==> src/rtl/mpirq_pkg.sv <==
package mpirq_pkg;
  localparam int AW = 8;
  localparam logic [AW-1:0] OFS_PEND  = 8'h00;
  localparam logic [AW-1:0] OFS_FORCE = 8'h04;
  localparam logic [AW-1:0] OFS_CLEAR = 8'h08;
  localparam logic [AW-1:0] OFS_STAT  = 8'h0C;
  localparam logic [AW-1:0] OFS_EXTP  = 8'h10;
  localparam logic [AW-1:0] OFS_MASK  = 8'h40;
  localparam logic [AW-1:0] OFS_ID    = 8'h80;

  // highest set bit among 15..1, 0 when none
  function automatic logic [3:0] top_line(input logic [15:0] v);
    logic [3:0] r;
    r = '0;
    for (int i = 1; i < 16; i++) if (v[i]) r = 4'(i);
    return r;
  endfunction

  // highest extended source (bit i means ID 16+i), bit 4 set when found
  function automatic logic [4:0] top_ext(input logic [15:0] v);
    logic [4:0] r;
    r = '0;
    for (int i = 0; i < 16; i++) if (v[i]) r = {1'b1, 4'(i)};
    return r;
  endfunction
endpackage

==> src/rtl/mpirq_prio_enc.sv <==
module mpirq_prio_enc (
  input  logic [15:0] req,
  input  logic [15:0] mask,
  output logic [3:0]  lvl
);
  assign lvl = mpirq_pkg::top_line(req & mask);
endmodule

==> src/rtl/mpirq_ext_unit.sv <==
module mpirq_ext_unit #(
  parameter int NCPU     = 2,
  parameter int EXT_LINE = 10
) (
  input  logic              clk,
  input  logic              rst_n,
  input  logic [15:0]       ext_in,
  input  logic [15:0]       ext_clr,
  input  logic [NCPU-1:0]   ack_hit,
  output logic [15:0]       ext_pend,
  output logic              ext_any,
  output logic [NCPU*5-1:0] ext_id
);
  generate
    if (EXT_LINE != 0) begin : g_on
      logic [15:0]           pend_q;
      logic [NCPU-1:0][4:0]  id_q;
      logic [4:0]            top;
      logic [15:0]           take;

      always_comb begin
        top  = mpirq_pkg::top_ext(pend_q);
        take = ((|ack_hit) && top[4]) ? (16'(1) << top[3:0]) : '0;
      end

      always_ff @(posedge clk) begin
        if (!rst_n) begin
          pend_q <= '0;
          id_q   <= '0;
        end else begin
          pend_q <= (pend_q & ~ext_clr & ~take) | ext_in;
          for (int c = 0; c < NCPU; c++)
            if (ack_hit[c]) id_q[c] <= top;
        end
      end

      assign ext_pend = pend_q;
      assign ext_any  = |pend_q;
      assign ext_id   = id_q;
    end else begin : g_off
      logic unused_ext;
      assign unused_ext = ^{ext_in, ext_clr, ack_hit, clk, rst_n};
      assign ext_pend   = '0;
      assign ext_any    = 1'b0;
      assign ext_id     = '0;
    end
  endgenerate
endmodule

==> src/rtl/mpirq_ctrl.sv <==
module mpirq_ctrl #(
  parameter int NCPU     = 2,
  parameter int EXT_LINE = 10
) (
  input  logic                clk,
  input  logic                rst_n,
  input  logic [31:1]         irq_line,
  input  logic                wr_en,
  input  logic [7:0]          wr_addr,
  input  logic [31:0]         wr_data,
  input  logic [7:0]          rd_addr,
  output logic [31:0]         rd_data,
  input  logic [NCPU-1:0]     ack_vld,
  input  logic [NCPU*4-1:0]   ack_lvl,
  output logic [NCPU*4-1:0]   cpu_lvl
);
  import mpirq_pkg::*;

  localparam logic [15:0] FOLD_BIT = (EXT_LINE != 0) ? (16'(1) << EXT_LINE) : 16'(0);

  logic [15:0]            pend_q, force_q;
  logic [NCPU-1:0][15:0]  mask_q;
  logic [15:0]            ext_pend;
  logic                   ext_any;
  logic [NCPU*5-1:0]      ext_id;
  logic [15:0]            ack_p, ack_f, eff;
  logic [NCPU-1:0]        ext_hit;
  logic                   wr_force, wr_clear;
  logic [15:0]            wdat_lo, irq_lo;
  logic                   unused_bits;

  assign unused_bits = wr_data[0];
  assign wr_force = wr_en && (wr_addr == OFS_FORCE);
  assign wr_clear = wr_en && (wr_addr == OFS_CLEAR);
  assign wdat_lo  = {wr_data[15:1], 1'b0};
  assign irq_lo   = {irq_line[15:1], 1'b0};

  // acknowledge decode: forced copy is retired first
  always_comb begin
    logic [3:0] lv;
    ack_p   = '0;
    ack_f   = '0;
    ext_hit = '0;
    for (int c = 0; c < NCPU; c++) begin
      lv = ack_lvl[c*4 +: 4];
      if (ack_vld[c] && lv != 4'd0) begin
        if (force_q[lv]) ack_f[lv] = 1'b1;
        else             ack_p[lv] = 1'b1;
        if (EXT_LINE != 0 && lv == 4'(EXT_LINE)) ext_hit[c] = 1'b1;
      end
    end
  end

  always_ff @(posedge clk) begin
    if (!rst_n) begin
      pend_q  <= '0;
      force_q <= '0;
      mask_q  <= '0;
    end else begin
      pend_q  <= (pend_q & ~(wr_clear ? wdat_lo : 16'(0)) & ~ack_p) | irq_lo;
      force_q <= (force_q & ~ack_f) | (wr_force ? wdat_lo : 16'(0));
      for (int c = 0; c < NCPU; c++)
        if (wr_en && wr_addr == OFS_MASK + 8'(4*c)) mask_q[c] <= wdat_lo;
    end
  end

  mpirq_ext_unit #(.NCPU(NCPU), .EXT_LINE(EXT_LINE)) u_ext (
    .clk      (clk),
    .rst_n    (rst_n),
    .ext_in   (irq_line[31:16]),
    .ext_clr  (wr_clear ? wr_data[31:16] : 16'(0)),
    .ack_hit  (ext_hit),
    .ext_pend (ext_pend),
    .ext_any  (ext_any),
    .ext_id   (ext_id)
  );

  assign eff = pend_q | force_q | (ext_any ? FOLD_BIT : 16'(0));

  generate
    for (genvar c = 0; c < NCPU; c++) begin : g_cpu
      mpirq_prio_enc u_enc (
        .req  (eff),
        .mask (mask_q[c]),
        .lvl  (cpu_lvl[c*4 +: 4])
      );
    end
  endgenerate

  always_comb begin
    rd_data = '0;
    case (rd_addr)
      OFS_PEND:  rd_data = {16'b0, pend_q};
      OFS_FORCE: rd_data = {16'b0, force_q};
      OFS_STAT:  rd_data = {4'(NCPU-1), 1'b0, 27'b0};
      OFS_EXTP:  rd_data = {ext_pend, 16'b0};
      default:   rd_data = '0;
    endcase
    for (int c = 0; c < NCPU; c++) begin
      if (rd_addr == OFS_MASK + 8'(4*c)) rd_data = {16'b0, mask_q[c]};
      if (rd_addr == OFS_ID + 8'(4*c))   rd_data = {27'b0, ext_id[c*5 +: 5]};
    end
  end
endmodule

==> config.mk <==
export PLATFORM = sky130hd
export DESIGN_NAME = mpirq_ctrl
export DESIGN_NICKNAME = d
export VERILOG_FILES = /design/src/rtl/mpirq_pkg.sv /design/src/rtl/mpirq_prio_enc.sv /design/src/rtl/mpirq_ext_unit.sv /design/src/rtl/mpirq_ctrl.sv
export SDC_FILE = /design/constraint.sdc
export NUM_CORES = 1
export LEC_CHECK = 0
export BUFFER_PORTS_ARGS = -buffer_cell sky130_fd_sc_hd__buf_2
export CAP_MARGIN = 30
export CORE_AREA = 2 2 107 109
export DETAILED_ROUTE_END_ITERATION = 8
export DIE_AREA = 0 0 109 111
export PLACE_DENSITY = 0.8
export SLEW_MARGIN = 25
export SYNTH_ARGS = -nofsm -noshare
export SYNTH_HDL_FRONTEND = slang
export SYNTH_SLANG_ARGS = --single-unit
==> constraint.sdc <==
create_clock -name clk -period 2.25 [get_ports clk]
set_input_delay 0.1125 -clock clk [delete_from_list [all_inputs] [get_ports clk]]
set_output_delay 0.1125 -clock clk [all_outputs]
set_load 0.05 [all_outputs]
Word level (Yosys, flattened, before mapping)
Cells that the tools add are included.
{"block": "classes", "n_addsub": 0, "multipliers": 0, "div_mod_pow": 0, "n_lt_le_gt_ge": 4, "eq_ne": 13, "shift": 1, "mux": 76, "bitwise_logic": 19, "n_reduce_logical": 14}
{"operator": "16-bit 2-to-1 mux", "n": 12}
{"operator": "32-bit 2-to-1 mux", "n": 4}
{"operator": "32-bit case mux with 4 select lines", "n": 1}
{"operator": "16-bit AND", "n": 7}
{"operator": "16-bit bitwise OR", "n": 6}
{"operator": "5-bit 2-to-1 mux", "n": 16}
{"operator": "16-bit NOT", "n": 5}
{"operator": "4-bit 2-to-1 mux", "n": 16}
{"operator": "8-bit by 7-bit == test with 1-bit output (second input constant)", "n": 4}
{"operator": "3-bit 2-to-1 mux", "n": 8}
{"operator": "8-bit by 3-bit == test with 1-bit output (second input constant)", "n": 2}
{"operator": "8-bit by 4-bit == test with 1-bit output (second input constant)", "n": 2}
{"operator": "8-bit == test (second input constant)", "n": 2}
{"operator": "16-bit by 11-bit bitwise OR with 16-bit output", "n": 1}
{"operator": "16-bit OR reduction", "n": 1}
{"operator": "1-bit by 4-bit << shifter with 16-bit output (first input constant)", "n": 1}
{"operator": "11-bit 2-to-1 mux", "n": 1}
{"operator": "4-bit by 5-bit less-than comparator with 1-bit output (second input constant)", "n": 2}
{"operator": "1-bit 2-to-1 mux", "n": 10}
{"operator": "1-bit logical AND", "n": 9}
{"operator": "1-bit binary-select mux with 4-bit select", "n": 2}
{"operator": "1-bit demux with 4-bit select", "n": 2}
{"operator": "4-bit == test (second input constant)", "n": 2}
{"operator": "8-bit by 5-bit == test with 1-bit output (second input constant)", "n": 1}
{"operator": "other kinds (5)", "n": 10}
{"block": "word_totals", "register_bits": 88, "latchBits": 0, "mem_bits_rw": 0, "rom_bits": 0, "in_bits": 92, "out_inout_bits": 40, "word_cells": 134, "mem_count": 0}

Logic depth before layout (Yosys ltp)
Gate-level depths: netlist (run 1).
{"block": "logic_depth", "ltp_word": 21, "depth_mapped": 7, "ltp_nobuf": 5}

Hierarchy
A second synthesis (run 1) with hierarchy kept.
{"block": "hier_totals", "hier_cells": 687, "area_unflattened_um2": 5482.8}
{"module": "mpirq_ctrl", "n_inst": 1, "cells_per_inst": 466, "area_per_inst_um2": 3824.9, "seq_area_each_um2": 1241.2}
{"module": "mpirq_ext_unit", "n_inst": 1, "cells_per_inst": 151, "area_per_inst_um2": 1242.4, "seq_area_each_um2": 520.5}
{"module": "mpirq_prio_enc", "n_inst": 2, "cells_per_inst": 35, "area_per_inst_um2": 207.7, "seq_area_each_um2": 0.0}

Least setup slack after synthesis (run 1)
No wires, ideal clock.
{"block": "synth_path", "path_type": "flip-flop to output port", "from": "reg u_ext.g_on.pend_q[11], in the netlist u_ext.ext_pend[11]", "to": "out cpu_lvl[6]", "arrival_ns": 3.182, "required_time_ns": 2.138, "setup_slack_ns": -1.044, "path_stages_with_launch": 7, "n_path_buf": 1, "path_cell_list": "dfxtp_1 > or4_4 > or2_4 > or4_4 > buf_6 > a21o_1 > o311ai_1"}
{"block": "synth_via", "elab_chain_len": 10}
{"element": "start, declared", "line": "mpirq_ext_unit.sv:16", "rtl": "logic [15:0] pend_q;"}
{"element": "start signal, assigned", "line": "mpirq_ext_unit.sv:31", "rtl": "pend_q <= (pend_q & ~ext_clr & ~take) | ext_in;"}
{"element": "16-bit OR reduction", "line": "mpirq_ext_unit.sv:38", "rtl": "assign ext_any = |pend_q;"}
{"element": "11-bit 2-to-1 mux", "line": "mpirq_ctrl.sv:78", "rtl": "assign eff = pend_q | force_q | (ext_any ? FOLD_BIT : 16'(0));"}
{"element": "16-bit by 11-bit bitwise OR with 16-bit output", "line": "mpirq_ctrl.sv:78"}
{"element": "16-bit AND", "line": "mpirq_prio_enc.sv:6", "rtl": "assign lvl = mpirq_pkg::top_line(req & mask);"}
{"element": "4-bit 2-to-1 mux (6 in series)", "line": "mpirq_pkg.sv:15", "rtl": "for (int i = 1; i < 16; i++) if (v[i]) r = 4'(i);"}
{"element": "end, declared", "line": "mpirq_ctrl.sv:15", "rtl": "output logic [NCPU*4-1:0] cpu_lvl"}
No other way between the ends.

Worst setup path after layout (run 1)
{"block": "layout_path", "from": "reg u_ext.g_on.pend_q[12], in the netlist u_ext.ext_pend[12]", "to": "out cpu_lvl[2]"}
The elaborated chain is that of the path after synthesis.

==> impl_metrics.tcl, run 1 <==
set metrics [dict create \
    drv_cap 0 \
    ys.flop_type "dfxtp_1" \
    nets 931 \
    period_minus_slack_ns 2.85 \
    worstPathCellList "or4_4, or2_4, or4_4, a21o_1, buf_4, o311ai_4, buf_6" \
    antennaDiodeCount 0 \
    period_share 1.27 \
    power.density_nw_per_um2 550 \
    required_ns 2.14 \
    end_kind "output port" \
    syn-mean-instance-area_um2 7.76 \
    hold_start "irq_line[1]" \
    synth_top_cell_area_share 0.337 \
    cts.sinks 88 \
    overflow 0 \
    grt_max_degree 32 \
    htree_levels 3 \
    yosys_warnings 0 \
    p_seq_frac 0.431 \
    reg2reg_from "u_ext.ext_pend[12]" \
    synth_nets 765 \
    wl_per_cell_um 18.1 \
    final_common_cell "buf_2" \
    p_comb_frac 0.135 \
    rsz0062_at_grt "true" \
    whs_endpoint "pend_q[1]" \
    r2r_slack_ns 0.04 \
    violations "setup timing" \
    ant_nets 0 \
    synth-seq-area-share 0.337 \
    yosys-top-cells-area "dfxtp_1 (34%), mux2i_1 (7.9%), nor2_1 (7.7%)" \
    post-place-ws_ns -0.225 \
    holdWs_ns 0.00702 \
    netlist-cell-type-count 56 \
    cts_tree "built" \
    tightest_slew_ns 0.629 \
    cts_buffers 9 \
    finClkSkew_ns 0.00808 \
    crit_slowest_cell "or4_4" \
    cts.clk_slew.worst_paths_ns 0.07 \
    status "complete, but fails checks" \
    p_switching_mw 0.968 \
    grt_pass1_vias 5750 \
    dr.first_iter.drc_count 751 \
    tns_ns -4.01 \
    std_cell_rows 39 \
    track_usage 0.295 \
    dr.pass1.iters 5 \
    synthToLayoutAreaGrowth_pct 32.4 \
    slew_headroom 0.579 \
    hold_violations 0 \
    cp_max_fo 5 \
    p_clk_frac 0.434 \
    vias 6016 \
    synth-seq-cells 88 \
    crit_path_max_incr_delay_ns 0.53 \
    report.final.slew_viol_count 0 \
    drc 0 \
    grt_pass1_wl_um 28400 \
    reg2reg_depth 5 \
    postSynthCellCount 673 \
    min-delay-path-class "in2reg" \
    io_pins 132 \
    p_int_mw 2.84 \
    cp.arrival_ns 2.74 \
    synth_largest_area_cell "dfxtp_1" \
    dp_hpwl_um 13000 \
    cpMostUsedCell "or4_4" \
    syn_area_um2 5220 \
    swShare 0.254 \
    clockRootBuffer "clkbuf_16" \
    gp_congestion 0.985 \
    fin_ws_ns -0.602 \
    fp.dieW_um 109 \
    hold_depth 3 \
    initial_utilization 0.471 \
    reg2reg_to "u_ext.ext_pend[0]" \
    numPortBuffers 130 \
    synth_edf_count 0 \
    clk_path_buf_depth 2 \
    cellLeakagePower_nw 3.14 \
    clock_latency_ns 0.34 \
    vias_per_cell 6.10 \
    setup_viol 8 \
    routed_wl_um 17800 \
    max_freq_mhz 351 \
    crit_path_start_kind "flop" \
    vdd.ir_drop.worst_mv 0.367 \
    critPathKind "reg2out" \
    drive_above_1_share 0.274 \
    dieHeight_um 111 \
    core_um2 11100 \
    dieArea_um2 12100 \
    final_cell_mix "buf_2 (122), nor2_1 (107), dfxtp_1 (87)" \
    async_flop_share 0 \
    antenna_found_initial 0 \
]
## registers in the layout (all words and copies together), names as in the netlist
signal and cells:
force_q 16, pend_q 16, u_ext.ext_id 10, u_ext.ext_pend 16, mask_q 30
## critical path: cells and delay by family (launching register included)
kind            cells  cell delay [ns]
buf+inv             2             0.36
simple gates        3             1.27
flops               1             0.31
compound gates      2             0.47
## cell type report
cell class                      count  area, um^2
Tap cell                          143         179
Inverter                            6        22.5
Timing Repair Buffer              188        1180
Multi-Input combinational cell    546        3440
Fill cell                         958        4160
Sequential cell                    88        1760
Clock inverter                      6        90.1
Clock buffer                       10         239
## power groups by stage
stage	logic, mW	registers, mW	clock network (mW)
finish	0.513	1.64	1.65
global placement	0.485	1.67	0
floorplan	0.236	1.67	0
CTS	0.501	1.64	1.66
global route	0.557	1.64	1.73
detailed placement	0.488	1.67	0
## cells in the mapped netlist (9+ instances only)
library cell  count
dfxtp_1          88
nand3_1          15
a221oi_1         21
a211oi_1          9
nor4_1           12
nand2b_1         13
nand2_1          85
nor2_1          107
and2_1           24
o21a_1           11
clkbuf_1         29
nand4_1           9
o21ai_0          47
a21o_1           14
a21oi_1          27
mux2i_1          41
## per-stage QoR
stage	std cells	util	total power, mW	area, um^2
after floorplan	673	-	1.91	5300
after global placement	960	0.577	2.15	6390
after detailed placement	960	0.577	2.16	6390
after CTS	986	0.622	3.80	6890
after global routing	987	0.624	3.93	6920
final	987	0.624	3.80	6920
## worst max-delay path by stage
stage	from	end	slack, ns	cells after the start
CTS	u_ext.ext_pend[15]	cpu_lvl[2]	-0.51	7
global placement	u_ext.ext_pend[15]	cpu_lvl[3]	-0.22	6
global route	u_ext.ext_pend[12]	cpu_lvl[2]	-0.62	7
floorplan	u_ext.ext_pend[15]	cpu_lvl[2]	-0.25	6
detailed placement	u_ext.ext_pend[15]	cpu_lvl[3]	-0.22	6
finish	u_ext.ext_pend[12]	cpu_lvl[2]	-0.60	7
## cells by family (layout without fill, tap and decap cells)
logic type	after synthesis	after routing	share of synthesized area
AO/OA/AOI/OAI	185	185	0.245
AND/OR/NAND/NOR	315	315	0.290
flip-flops	88	88	0.337
multiplexers	46	46	0.0980
buffers and inverters	39	210	0.0295
## routing by layer
layer  up-vias  wire length (um)  track usage
li1       2812                 -            -
met1      2751              7120        0.400
met2       379              7990        0.463
met3        74              2090       0.0576
met4         0               637        0.107
met5         -                 0            0
## timing repair
action / 4_1_cts / 5_1_grt
endpoints found under the hold margin: 7 / 0
buffers inserted: 3 / 1
endpoints found under the setup margin: 12 / 9
hold buffers: 7 / 0
gates resized for setup: 21 / 3
pin swaps: 2 / 3
Note: power is estimated with default switching activity, not from simulation.
==> run 2: changes to the inputs <==
- PLACE_DENSITY: 0.8 -> 0.77
- clock period: 2.25 -> 2.9 ns (I/O delays scaled with it)
==> impl_metrics.tcl, run 2 (synthesis gave the netlist of run 1 again) <==
set metrics [dict create \
    status "complete, but fails checks" \
    violations "setup timing" \
    overflow 0 \
    tns_ns -0.0288 \
    p_clk_frac 0.415 \
    critPathKind "reg2out" \
    p_comb_frac 0.124 \
    cts_buffers 9 \
    crit_path_start_kind "flop" \
    cp.arrival_ns 2.78 \
    final_cells 944 \
    synthToLayoutAreaGrowth_pct 22.2 \
    required_ns 2.76 \
    grt_pass1_wl_um 27900 \
    period_minus_slack_ns 2.93 \
    grt_pass1_vias 5596 \
    wl_per_cell_um 19.2 \
    tightest_slew_ns 0.973 \
    report.final.slew_viol_count 0 \
    cp_max_fo 6 \
    r2r_slack_ns 0.43 \
    final_common_cell "buf_2" \
    gp_congestion 0.955 \
    period_share 1.01 \
    numPortBuffers 130 \
    htree_levels 3 \
    routed_wl_um 18100 \
    end_kind "output port" \
    cts.clk_slew.worst_paths_ns 0.07 \
    finClkSkew_ns 0.0111 \
    clockRootBuffer "clkbuf_16" \
    fin_util 0.576 \
    p_switching_mw 0.716 \
    track_usage 0.294 \
    cp-startpoint "u_ext.ext_pend[8]" \
    cts.sinks 88 \
    holdWs_ns 0.0176 \
    antennaDiodeCount 0 \
    min-delay-path-class "in2reg" \
    std_cell_rows 39 \
    top_register "mask_q" \
    post-place-ws_ns 0.230 \
    drv_cap 0 \
    max_freq_mhz 342 \
    placed_cells 925 \
    hold_violations 0 \
    clk_path_buf_depth 2 \
    fin_ws_ns -0.0259 \
    reg2reg_from "u_ext.ext_pend[8]" \
    dieArea_um2 12100 \
    fp.dieW_um 109 \
    drive_above_1_share 0.231 \
    largest_reg_flops 30 \
    io_pins 132 \
    final_cell_mix "buf_2 (126), nor2_1 (107), dfxtp_1 (86)" \
    p_int_mw 2.07 \
    setup_viol 3 \
    crit_path_end "cpu_lvl[2]" \
    grt_max_degree 61 \
    reg2reg_to "u_ext.ext_pend[0]" \
    vias_per_cell 6.28 \
    initial_utilization 0.471 \
    vias 5928 \
    dieHeight_um 111 \
    dr.pass1.iters 5 \
    dr.first_iter.drc_count 638 \
    slew_headroom 0.350 \
    core_um2 11100 \
    antenna_found_initial 0 \
    cts_tree "built" \
    reg2reg_depth 5 \
    nets 889 \
    ant_nets 0 \
    dp_hpwl_um 13200 \
    drc 0 \
    clock_latency_ns 0.34 \
    p_seq_frac 0.461 \
    power.density_nw_per_um2 436 \
    cellLeakagePower_nw 2.90 \
    swShare 0.257 \
    rsz0062_at_grt "true" \
    vdd.ir_drop.worst_mv 0.313 \
]
==> run 2: changes by cell type in the layout (fill, tap and decap cells not counted), moves of 4 or more <==
cell | before | now
buf_4 | 49 | 17
buf_6 | 7 | 3
dlygate4sd3_1 | 7 | 0
buf_2 | 122 | 126
==> run 2: how the worst min path moves through the flow <==
stage / from / to / slack [ns] / cells after the start
after floorplan: wr_data[3] / force_q[3] / 0.24 / 2
after global placement: irq_line[12] / pend_q[12] / 0.36 / 2
after detailed placement: irq_line[15] / pend_q[15] / 0.36 / 2
after CTS: irq_line[15] / pend_q[15] / 0.01 / 2
after global routing: irq_line[12] / pend_q[12] / 0.02 / 2
final: irq_line[12] / pend_q[12] / 0.02 / 2
==> run 2: timing repair <==
item,in CTS,in global routing
setup endpoints to repair,5,5
buffers inserted,0,4
hold buffers,0,0
gates resized for setup,7,3
pin swaps,3,0
==> run 2: power by group through the flow <==
stage	clock (mW)	sequential, mW	combinational [mW]
final	1.16	1.28	0.344
after global routing	1.21	1.29	0.371
after CTS	1.15	1.28	0.329
after detailed placement	0	1.31	0.327
after global placement	0	1.30	0.318
after floorplan	0	1.30	0.182
==> run 2: metrics by stage <==
step | power (mW) | cell area [um^2]
final | 2.78 | 6380
after global routing | 2.87 | 6380
after CTS | 2.77 | 6340
after detailed placement | 1.64 | 6040
after global placement | 1.62 | 6040
after floorplan | 1.48 | 5240
==> run 2: layout make-up <==
class	count	area, um^2
Fill cell	1015	4690
Inverter	6	22.5
Timing Repair Buffer	146	792
Sequential cell	88	1770
Clock inverter	3	42.5
Multi-Input combinational cell	546	3330
Clock buffer	12	246
Tap cell	143	179
==> run 2: worst max-delay path: stages (launching register included) <==
cell      delay, ns
dfxtp_4        0.36
or4_4          0.55
or2_4          0.28
or4_4          0.48
a21o_1         0.23
o311ai_2       0.33
buf_6          0.22
==> run 2: metal layers <==
metal  wire length, um  up-vias  GRT usage
met1              7150     2765      0.388
met3              1950       57     0.0547
met4               736        0      0.140
li1                  -     2724          -
met2              8250      382      0.457
met5                 0        -          0
==> run 3: changes to the inputs <==
- ABC_AREA: default -> 1
- CORE_AREA: 2 2 107 109 -> 2 2 108 110
- DIE_AREA: 0 0 109 111 -> 0 0 110 112
- TNS_END_PERCENT: default -> 50
==> impl_metrics.tcl, run 3 <==
set metrics [dict create \
    status "finished, final reports clean" \
    hold_violations 0 \
    wl_per_cell_um 16.2 \
    slew_headroom 0.473 \
    min-delay-path-class "in2reg" \
    fillCellCount 1178 \
    dieHeight_um 112 \
    setup_viol 0 \
    routed_wl_um 18200 \
    p_clk_frac 0.415 \
    critPathKind "reg2out" \
    fin_ws_ns 0.355 \
    power.density_nw_per_um2 425 \
    cts.sinks 88 \
    drc 0 \
    finClkSkew_ns 0.0111 \
    fp.dieW_um 110 \
    swShare 0.269 \
    synth_commonest_cells "nand2_1 (152), inv_1 (144), a21oi_1 (110)" \
    p_comb_frac 0.122 \
    cellLeakagePower_nw 3.00 \
    dr.first_iter.drc_count 534 \
    initial_utilization 0.476 \
    final_cell_mix "nand2_1 (151), inv_1 (144), buf_2 (130)" \
    tns_ns 0 \
    cp_max_fo 6 \
    hold_start "irq_line[19]" \
    grt_max_degree 37 \
    grt_pass1_vias 6063 \
    reg2reg_from "force_q[12]" \
    gp_congestion 0.951 \
    r2r_slack_ns 0.90 \
    end_kind "output port" \
    vias_per_cell 5.61 \
    period_minus_slack_ns 2.55 \
    cts_resized 0 \
    max_freq_mhz 393 \
    antennaDiodeCount 0 \
    p_seq_frac 0.464 \
    synth-seq-cells 88 \
    dieArea_um2 12300 \
    grt_pass1_wl_um 28700 \
    synth_top_cell_area_share 0.331 \
    antenna_found_initial 0 \
    io_pins 132 \
    dp_hpwl_um 13100 \
    cts.clk_slew.worst_paths_ns 0.06 \
    core_um2 11200 \
    clock_latency_ns 0.35 \
    postCtsSetupBuffers 0 \
    report.final.slew_viol_count 0 \
    ant_nets 0 \
    reg2reg_depth 9 \
    cts_tree "built" \
    yosys_warnings 0 \
    rsz0062_at_grt "false" \
    top_register "mask_q" \
    p_int_mw 1.99 \
    holdBufCountCts 0 \
    dr.pass1.iters 5 \
    postSynthCellCount 852 \
    track_usage 0.300 \
    p_switching_mw 0.730 \
    final_common_cell "nand2_1" \
    syn-mean-instance-area_um2 6.24 \
    syn_area_um2 5320 \
    power_mw 2.72 \
    overflow 0 \
    cp.arrival_ns 2.40 \
    synth_edf_count 0 \
    synth.most_common_cell "nand2_1" \
    post-place-ws_ns 0.740 \
    numPortBuffers 130 \
    synth-seq-area-share 0.331 \
    synth_largest_area_cell "dfxtp_1" \
    crit_path_start_kind "flop" \
    nets 1067 \
    yosys-top-cells-area "dfxtp_1 (33%), nand2_1 (11%), a21oi_1 (10%)" \
    largest_reg_flops 30 \
    drv_cap 0 \
    synth_nets 944 \
    synthToLayoutAreaGrowth_pct 20.4 \
    ys.flop_type "dfxtp_1" \
    drive_above_1_share 0.172 \
    cts_buffers 9 \
    netlist-cell-type-count 33 \
    required_ns 2.76 \
    vdd.ir_drop.worst_mv 0.265 \
    reg2reg_to "pend_q[15]" \
    period_share 0.878 \
    tightest_slew_ns 0.788 \
    std_cell_rows 39 \
    async_flop_share 0 \
    clockRootBuffer "clkbuf_16" \
    htree_levels 3 \
    hold_depth 3 \
    whs_endpoint "u_ext.ext_pend[3]" \
    vias 6297 \
    clk_path_buf_depth 2 \
]
run 3: critical path, stage by stage, from the launching register on:
cell	delay [ns]
dfxtp_1	0.30
inv_1	0.16
a21oi_1	0.14
nor3_1	0.20
nor2_1	0.07
o21ai_0	0.24
nand2_1	0.08
nand2_1	0.09
nand2_1	0.06
nand2_1	0.08
nand2_1	0.06
nand2_1	0.06
nand2_1	0.05
nand2_1	0.07
nand2_1	0.05
nand2_1	0.07
buf_2	0.26
run 3: worst max path at each step:
stage	from	to	slack [ns]	cells after the start
3_5_place_dp	rd_addr[5]	rd_data[4]	0.74	9
3_3_place_gp	rd_addr[5]	rd_data[4]	0.76	9
4_1_cts	u_ext.ext_pend[15]	cpu_lvl[0]	0.43	12
5_1_grt	force_q[2]	cpu_lvl[0]	0.18	16
6_report	force_q[2]	cpu_lvl[0]	0.35	16
2_1_floorplan	rd_addr[5]	rd_data[12]	0.70	4
run 3: cell families after synthesis:
logic type,Yosys count,synth area share
and+or+nand+nor,315,0.249
AOI/OAI and AO/OA,271,0.289
buffers and inverters,178,0.130
DFF,88,0.331
run 3: area by class of cell:
class	instances	area, um^2	share of cell area
clock inverter	4	28.8	0.00450
timing repair buffer	141	733	0.115
tap	143	179	0.0280
clock buffer	12	256	0.0401
sequential	88	1760	0.275
inverter	149	559	0.0874
multi-input combinational	586	2880	0.450
run 3: metrics by stage:
step                      hold WS [ns]  cells   util  instance area [um^2]
after floorplan                  0.262    852      -                  5320
after global placement           0.356   1107  0.547                  6110
after detailed placement         0.362   1107  0.547                  6110
after CTS                      0.00759   1123  0.572                  6400
after global routing            0.0354   1123  0.573                  6400
final                          0.00967   1123  0.573                  6400
run 3: per-layer routing:
layer  routed length, um  GRT usage
met5                   0          0
met4                 739      0.157
met3                1530     0.0463
met2                8530      0.505
met1                7350      0.362
run 3: power groups by stage:
stage	Combinational (mW)	Sequential [mW]	Clock [mW]
4_1_cts	0.325	1.26	1.13
6_report	0.331	1.26	1.13
5_1_grt	0.368	1.26	1.18
3_5_place_dp	0.323	1.29	0
3_3_place_gp	0.321	1.29	0
2_1_floorplan	0.186	1.28	0
